===== src/rtl/cbank_pkg.sv =====
package cbank_pkg;

    localparam int unsigned DATA_W   = 32;
    localparam int unsigned ENTRY_W  = 8;
    localparam int unsigned N_DIRECT = 16;
    localparam int unsigned N_ENTRY  = 32;

    // direct register roles (behaviour depends on these positions)
    localparam int unsigned REG_PTR  = 0;
    localparam int unsigned REG_WIN  = 1;
    localparam int unsigned REG_LOCK = 2;
    localparam int unsigned REG_CTL  = 4;

    // indirect entries with special rules
    localparam int unsigned ENT_WONLY = 3;
    localparam int unsigned ENT_RO    = 11;
    localparam int unsigned ENT_CVER  = 12;
    localparam int unsigned ENT_IVER  = 25;

    localparam logic [7:0] CODEC_VER = 8'h8A;
    localparam logic [7:0] CHIP_VER  = 8'hA0;
    localparam logic [7:0] CVER_KEEP = 8'h40;
    localparam logic [31:0] CTL_MASK = 32'h0000_007F;

    typedef enum logic [0:0] {
        ST_IDLE = 1'b0,
        ST_RESP = 1'b1
    } acc_state_t;

    function automatic logic [7:0] entry_init(input int unsigned n);
        if (n == ENT_CVER)      return CODEC_VER;
        else if (n == ENT_IVER) return CHIP_VER;
        else                    return 8'h00;
    endfunction

endpackage


===== src/rtl/cbank_fsm.sv =====
module cbank_fsm
    import cbank_pkg::*;
(
    input  logic clk,
    input  logic rst,
    input  logic rd_en,
    output logic resp_valid,
    output logic capture
);

    acc_state_t state_q, state_d;

    always_ff @(posedge clk) begin
        if (rst) state_q <= ST_IDLE;
        else     state_q <= state_d;
    end

    always_comb begin
        state_d = state_q;
        unique case (state_q)
            ST_IDLE: if (rd_en) state_d = ST_RESP;   // IDLE->RESP
            ST_RESP: if (!rd_en) state_d = ST_IDLE;  // RESP->IDLE, else RESP->RESP
            default: state_d = ST_IDLE;
        endcase
    end

    always_comb begin
        resp_valid = 1'b0;
        unique case (state_q)
            ST_IDLE: resp_valid = 1'b0;
            ST_RESP: resp_valid = 1'b1;
            default: resp_valid = 1'b0;
        endcase
    end

    assign capture = rd_en;

    AST_RESP_FOLLOWS_READ: assert property (@(posedge clk) disable iff (rst)
        rd_en |=> resp_valid) else $error("resp missing");
    AST_NO_SPURIOUS_RESP: assert property (@(posedge clk) disable iff (rst)
        !rd_en |=> !resp_valid) else $error("spurious resp");

endmodule


===== src/rtl/cbank_direct.sv =====
module cbank_direct
    import cbank_pkg::*;
#(
    parameter int unsigned DW = DATA_W,
    parameter int unsigned ND = N_DIRECT,
    localparam int unsigned AW = $clog2(ND)
) (
    input  logic                  clk,
    input  logic                  rst,
    input  logic                  soft_rst,
    input  logic                  wr_en,
    input  logic [AW-1:0]         addr,
    input  logic [DW-1:0]         wdata,
    output logic [ND-1:0][DW-1:0] dregs
);

    for (genvar g = 0; g < ND; g++) begin : g_reg
        if (g == REG_WIN || g == REG_LOCK) begin : g_const
            // window has no storage here; lock register ignores writes
            assign dregs[g] = '0;
        end else if (g == REG_CTL) begin : g_ctl
            always_ff @(posedge clk) begin
                if (rst)
                    dregs[g] <= '0;
                else if (wr_en && addr == AW'(g))
                    dregs[g] <= wdata & DW'(CTL_MASK);
            end
        end else begin : g_plain
            always_ff @(posedge clk) begin
                if (rst || soft_rst)
                    dregs[g] <= '0;
                else if (wr_en && addr == AW'(g))
                    dregs[g] <= wdata;
            end
        end
    end

    AST_LOCK_ZERO: assert property (@(posedge clk) disable iff (rst)
        dregs[REG_LOCK] == '0) else $error("lock reg changed");
    AST_CTL_MASKED: assert property (@(posedge clk) disable iff (rst)
        (dregs[REG_CTL] & ~DW'(CTL_MASK)) == '0) else $error("ctl unmasked");
    AST_SOFT_CLEARS_PTR: assert property (@(posedge clk) disable iff (rst)
        soft_rst |=> dregs[REG_PTR] == '0) else $error("ptr kept");

endmodule


===== src/rtl/cbank_indirect.sv =====
module cbank_indirect
    import cbank_pkg::*;
#(
    parameter int unsigned IW = ENTRY_W,
    parameter int unsigned NI = N_ENTRY,
    localparam int unsigned XW = $clog2(NI)
) (
    input  logic          clk,
    input  logic          rst,
    input  logic          clr,
    input  logic          wr_en,
    input  logic [XW-1:0] idx,
    input  logic [IW-1:0] wdata,
    output logic [IW-1:0] rd_data
);

    logic [NI-1:0][IW-1:0] ent;

    for (genvar g = 0; g < NI; g++) begin : g_ent
        if (g == ENT_RO || g == ENT_IVER) begin : g_ro
            always_ff @(posedge clk) begin
                if (clr) ent[g] <= IW'(entry_init(g));
            end
        end else if (g == ENT_CVER) begin : g_ver
            always_ff @(posedge clk) begin
                if (clr)
                    ent[g] <= IW'(CODEC_VER);
                else if (wr_en && idx == XW'(g))
                    ent[g] <= (wdata & IW'(CVER_KEEP)) | IW'(CODEC_VER);
            end
        end else begin : g_rw
            always_ff @(posedge clk) begin
                if (clr)
                    ent[g] <= IW'(entry_init(g));
                else if (wr_en && idx == XW'(g))
                    ent[g] <= wdata;
            end
        end
    end

    assign rd_data = (idx == XW'(ENT_WONLY)) ? '0 : ent[idx];

    AST_CODEC_VER_KEPT: assert property (@(posedge clk) disable iff (rst)
        (ent[ENT_CVER] & ~IW'(CVER_KEEP)) == IW'(CODEC_VER)) else $error("cver");
    AST_CHIP_VER_FIXED: assert property (@(posedge clk) disable iff (rst)
        ent[ENT_IVER] == IW'(CHIP_VER)) else $error("iver");
    AST_RO_ENTRY_ZERO: assert property (@(posedge clk) disable iff (rst)
        ent[ENT_RO] == '0) else $error("ro entry");

endmodule


===== src/rtl/codec_regbank.sv =====
module codec_regbank
    import cbank_pkg::*;
#(
    parameter int unsigned DW = DATA_W,
    parameter int unsigned IW = ENTRY_W,
    parameter int unsigned ND = N_DIRECT,
    parameter int unsigned NI = N_ENTRY,
    localparam int unsigned AW = $clog2(ND),
    localparam int unsigned XW = $clog2(NI)
) (
    input  logic          clk,
    input  logic          rst,
    input  logic          wr_en,
    input  logic          rd_en,
    input  logic [AW-1:0] addr,
    input  logic [DW-1:0] wdata,
    output logic [DW-1:0] rdata,
    output logic          rvalid,
    output logic          irq
);

    logic [ND-1:0][DW-1:0] dregs;
    logic [IW-1:0]         ent_rd;
    logic [XW-1:0]         ptr;
    logic                  win_sel, soft_rst, clr_all, capture;
    logic [DW-1:0]         rd_mux, rdata_q;

    assign win_sel  = (addr == AW'(REG_WIN));
    assign soft_rst = wr_en && (addr == AW'(REG_CTL)) && wdata[0];
    assign clr_all  = rst || soft_rst;
    assign ptr      = dregs[REG_PTR][XW-1:0];

    cbank_fsm i_fsm (
        .clk        (clk),
        .rst        (rst),
        .rd_en      (rd_en),
        .resp_valid (rvalid),
        .capture    (capture)
    );

    cbank_direct #(.DW(DW), .ND(ND)) i_direct (
        .clk      (clk),
        .rst      (rst),
        .soft_rst (soft_rst),
        .wr_en    (wr_en && !win_sel),
        .addr     (addr),
        .wdata    (wdata),
        .dregs    (dregs)
    );

    cbank_indirect #(.IW(IW), .NI(NI)) i_indirect (
        .clk     (clk),
        .rst     (rst),
        .clr     (clr_all),
        .wr_en   (wr_en && win_sel),
        .idx     (ptr),
        .wdata   (wdata[IW-1:0]),
        .rd_data (ent_rd)
    );

    assign rd_mux = win_sel ? DW'(ent_rd) : dregs[addr];

    always_ff @(posedge clk) begin
        if (rst)          rdata_q <= '0;
        else if (capture) rdata_q <= rd_mux;
    end

    assign rdata = rdata_q;
    assign irq   = 1'b0;

    AST_WONLY_READS_ZERO: assert property (@(posedge clk) disable iff (rst)
        (rd_en && win_sel && ptr == XW'(ENT_WONLY)) |=> rdata == '0)
        else $error("write-only entry leaked");
    AST_WIN_UPPER_ZERO: assert property (@(posedge clk) disable iff (rst)
        (rd_en && win_sel) |=> (rdata >> IW) == '0) else $error("window upper");

endmodule


===== config.mk =====
export PLATFORM = sky130hd
export DESIGN_NAME = codec_regbank
export DESIGN_NICKNAME = d
export VERILOG_FILES = /design/src/rtl/cbank_pkg.sv /design/src/rtl/cbank_fsm.sv /design/src/rtl/cbank_direct.sv /design/src/rtl/cbank_indirect.sv /design/src/rtl/codec_regbank.sv
export SDC_FILE = /design/constraint.sdc
export NUM_CORES = 2
export LEC_CHECK = 0
export BUFFER_PORTS_ARGS = -buffer_cell sky130_fd_sc_hd__buf_4
export CAP_MARGIN = 20
export CORE_MARGIN = 8
export CORE_UTILIZATION = 45
export CTS_CLUSTER_DIAMETER = 200
export DETAILED_ROUTE_END_ITERATION = 8
export PLACE_DENSITY_LB_ADDON = 0.2
export REMOVE_ABC_BUFFERS = 1
export SYNTH_ARGS = -nofsm -noshare
export SYNTH_HDL_FRONTEND = slang
export SYNTH_SLANG_ARGS = --single-unit
export TNS_END_PERCENT = 30

===== constraint.sdc =====
create_clock -name clk -period 3.55 [get_ports clk]
set_input_delay 1.065 -clock clk [delete_from_list [all_inputs] [get_ports clk]]
set_output_delay 1.065 -clock clk [all_outputs]
set_load 0.03 [all_outputs]

==> run metrics <==
CTS Buf Count=75; top-area cell type share of the netlist area=45.89%; Clk network pwr share=47.5%; DRT antenna net count=0; Critical Path, Cell by Cell=buf_4 > nor2b_1 > nand4b_2 > nor2_1 > nand2_1 > a21oi_1; most frequent cells in the layout=1,037 x nand2_1, 686 x dfxtp_1, 585 x a21oi_1; port bufs=72; Worst Tran Pin Value=1.143 ns; first-pass GRT wire length=149.1 mm; num rows=94; Final Max Slew Viols=0; sequential area share after synthesis=45.89%; Vias=25,641; DRT Wirelength=96.24 mm; post-route cell area=34,000 µm²; Fillers=6,055; cell accounting for the most synthesized area=dfxtp_1; CP max stage delay=0.62 ns; initial drt markers=2,425; Synth cell types=69; clk_skew=0.01313 ns; fmax=355.8 MHz; Tot GR Track Use=25.06%; Max Root-Sink Buffers=3; Synth Instances=3,454; vias in the first global route=25,291; sequential power share=46.9%; Core Region=65,860 µm²; cts repair resizes=0; Reg clk slew, reported paths=0.06 ns; P_leak=11.46 nW; Root Buffer=clkbuf_16; Max H-tree Level=3; status=complete, no violations; drt drc=0; Die Height=274.3 µm; Post-Layout Cell Count=4,337; CP Data Arrival Time=3.36 ns; starting density of the core=45.57%; switching power=3.984 mW; GRT overflow=0; Hold Buf Count CTS=0; antenna violations before repair=1; startpoint types=flop; placed standard-cell area=31,480 µm²; Layout area overhead=13.29%; First-pass DRT Iterations=5; Max-Cap Viols=0; # setup viols final=0; largest net degree at the start of global routing=109; Clock Latency Late Sink=0.62 ns; DIE WIDTH=274.3 µm; Crit path required time=4.10 ns; Ports=74; fin nets=3,453; vias per cell=5.912; EDFF count, synth=0; combinational group share of total power=5.6%; placed insts=4,200; area of the mapped netlist=30,010 µm²; Int Power=12.70 mW; Synth area leaders=dfxtp_1 46%, nand2_1 13%, a21oi_1 9.8%; ys async rst share=0%; Warnings, synthesis=0; Tmin final=2.811 ns; CTS Sinks=688; min-delay worst type=flop to flop; Seq cells post-synth=688; fin crit share=79.17%; DIE AREA=75,210 µm²; slowest stage cell, crit path=dfxtp_1; top_reg_cell synth=dfxtp_1; RSZ-0062 raised after global routing=no; critical path type=flop to flop; Final HPWL DP=60.52 mm; Avg Cell Area, Syn=8.689 µm²; Hold Worst Slack=0.4511 ns; final hold vios=0; peak supply drop=0.3917 mV; Power Density=490.6 nW/µm²; routability cong.=0.8632; post-CTS setup buffers=0; Crit. End Element=flop; WL/cell=22.19 µm; critical path peak fanout=17; Sw Share=23.89%; commonest non-fill, non-tap cell in the layout=nand2_1; layout cells sized above 1=15.96%; CTS tree=built; max_slew headroom=23.59%
-- cell families after synthesis --
logic type | share of synthesized area (%)
and+or+nand+nor | 18.13
muxes | 14.61
DFF | 45.89
buffers and inverters | 5.853
AOI/OAI and AO/OA | 15.50
other | 0.01249
-- sequential cells by signal, indices dropped and copies added, names as in the netlist --
| signal | flops |
|---|---|
| i_direct.dregs | 423 |
| rdata | 32 |
| i_fsm.state_q | 1 |
| i_indirect.ent | 232 |
-- power by group through the flow --
stage | combinational [mW] | sequential (mW) | clock (mW)
CTS | 0.922 | 7.83 | 8.03
global route | 0.985 | 7.83 | 8.34
floorplan | 0.360 | 8.00 | 0
global placement | 0.907 | 8.00 | 0
finish | 0.932 | 7.83 | 7.92
detailed placement | 0.921 | 8.00 | 0
-- path summary, 6_finish.rpt --
kind                                         start                  end  slack [ns]  depth (start not counted)
worst max-delay path             i_direct.dregs[3]  i_indirect.ent[184]        0.74                          6
worst min-delay path            i_indirect.ent[60]   i_indirect.ent[60]        0.45                          2
worst max register to register   i_direct.dregs[3]  i_indirect.ent[184]        0.74                          6
worst min register to register  i_indirect.ent[60]   i_indirect.ent[60]        0.45                          2
-- synthesized netlist by cell type, types with 11 or more instances --
master    instances
nand2b_1         11
a21oi_1         585
nor2_1          114
nand3_1         100
mux2i_1         104
buf_4            76
dfxtp_1         688
clkbuf_1        149
mux2_2           39
mux4_2          129
nand2_1        1037
a22o_1           75
o21ai_0          83
nor2b_1          11
buf_1            21
buf_2            81
-- worst max-delay path: cells and delay by family (launching register included) --
family	cells	cell delay (ns)
AOI/OAI and AO/OA	1	0.17
buffers and inverters	1	0.38
DFF	1	0.62
and+or+nand+nor	4	1.56
-- per-stage QoR --
stage / utilization [%] / setup TNS, ns / setup slack, ns / power [mW]
CTS: 51.62 / 0 / 0.8005 / 16.78
finish: 51.62 / 0 / 0.7395 / 16.68
detailed placement: 47.80 / 0 / 0.3051 / 8.922
floorplan: - / -5264.97 / -8.373 / 8.362
global route: 51.62 / 0 / 0.6022 / 17.16
global placement: 47.80 / 0 / 0.3364 / 8.905
-- area by class of cell --
| type | count | area [µm²] | share of cell area, % |
|---|---|---|---|
| Timing Repair Buffer | 219 | 1982 | 5.829 |
| Inverter | 8 | 30.03 | 0.08832 |
| Clock buffer | 109 | 2195 | 6.455 |
| Sequential cell | 688 | 13780 | 40.53 |
| Antenna cell | 1 | 2.502 | 0.007360 |
| Clock inverter | 27 | 319.1 | 0.9384 |
| Multi-Input combinational cell | 2421 | 14610 | 42.97 |
| Tap cell | 864 | 1081 | 3.180 |
-- per-layer routing --
metal  GRT usage (%)  routed length, µm  vias to the layer above
met1           31.98              39510                    12710
met5               0                  0                        -
met3           4.086               6517                      220
met2           42.31              46620                      928
met4           9.609               3598                        0
li1                -                  -                    11783
Note: power is estimated with default switching activity, not from simulation.
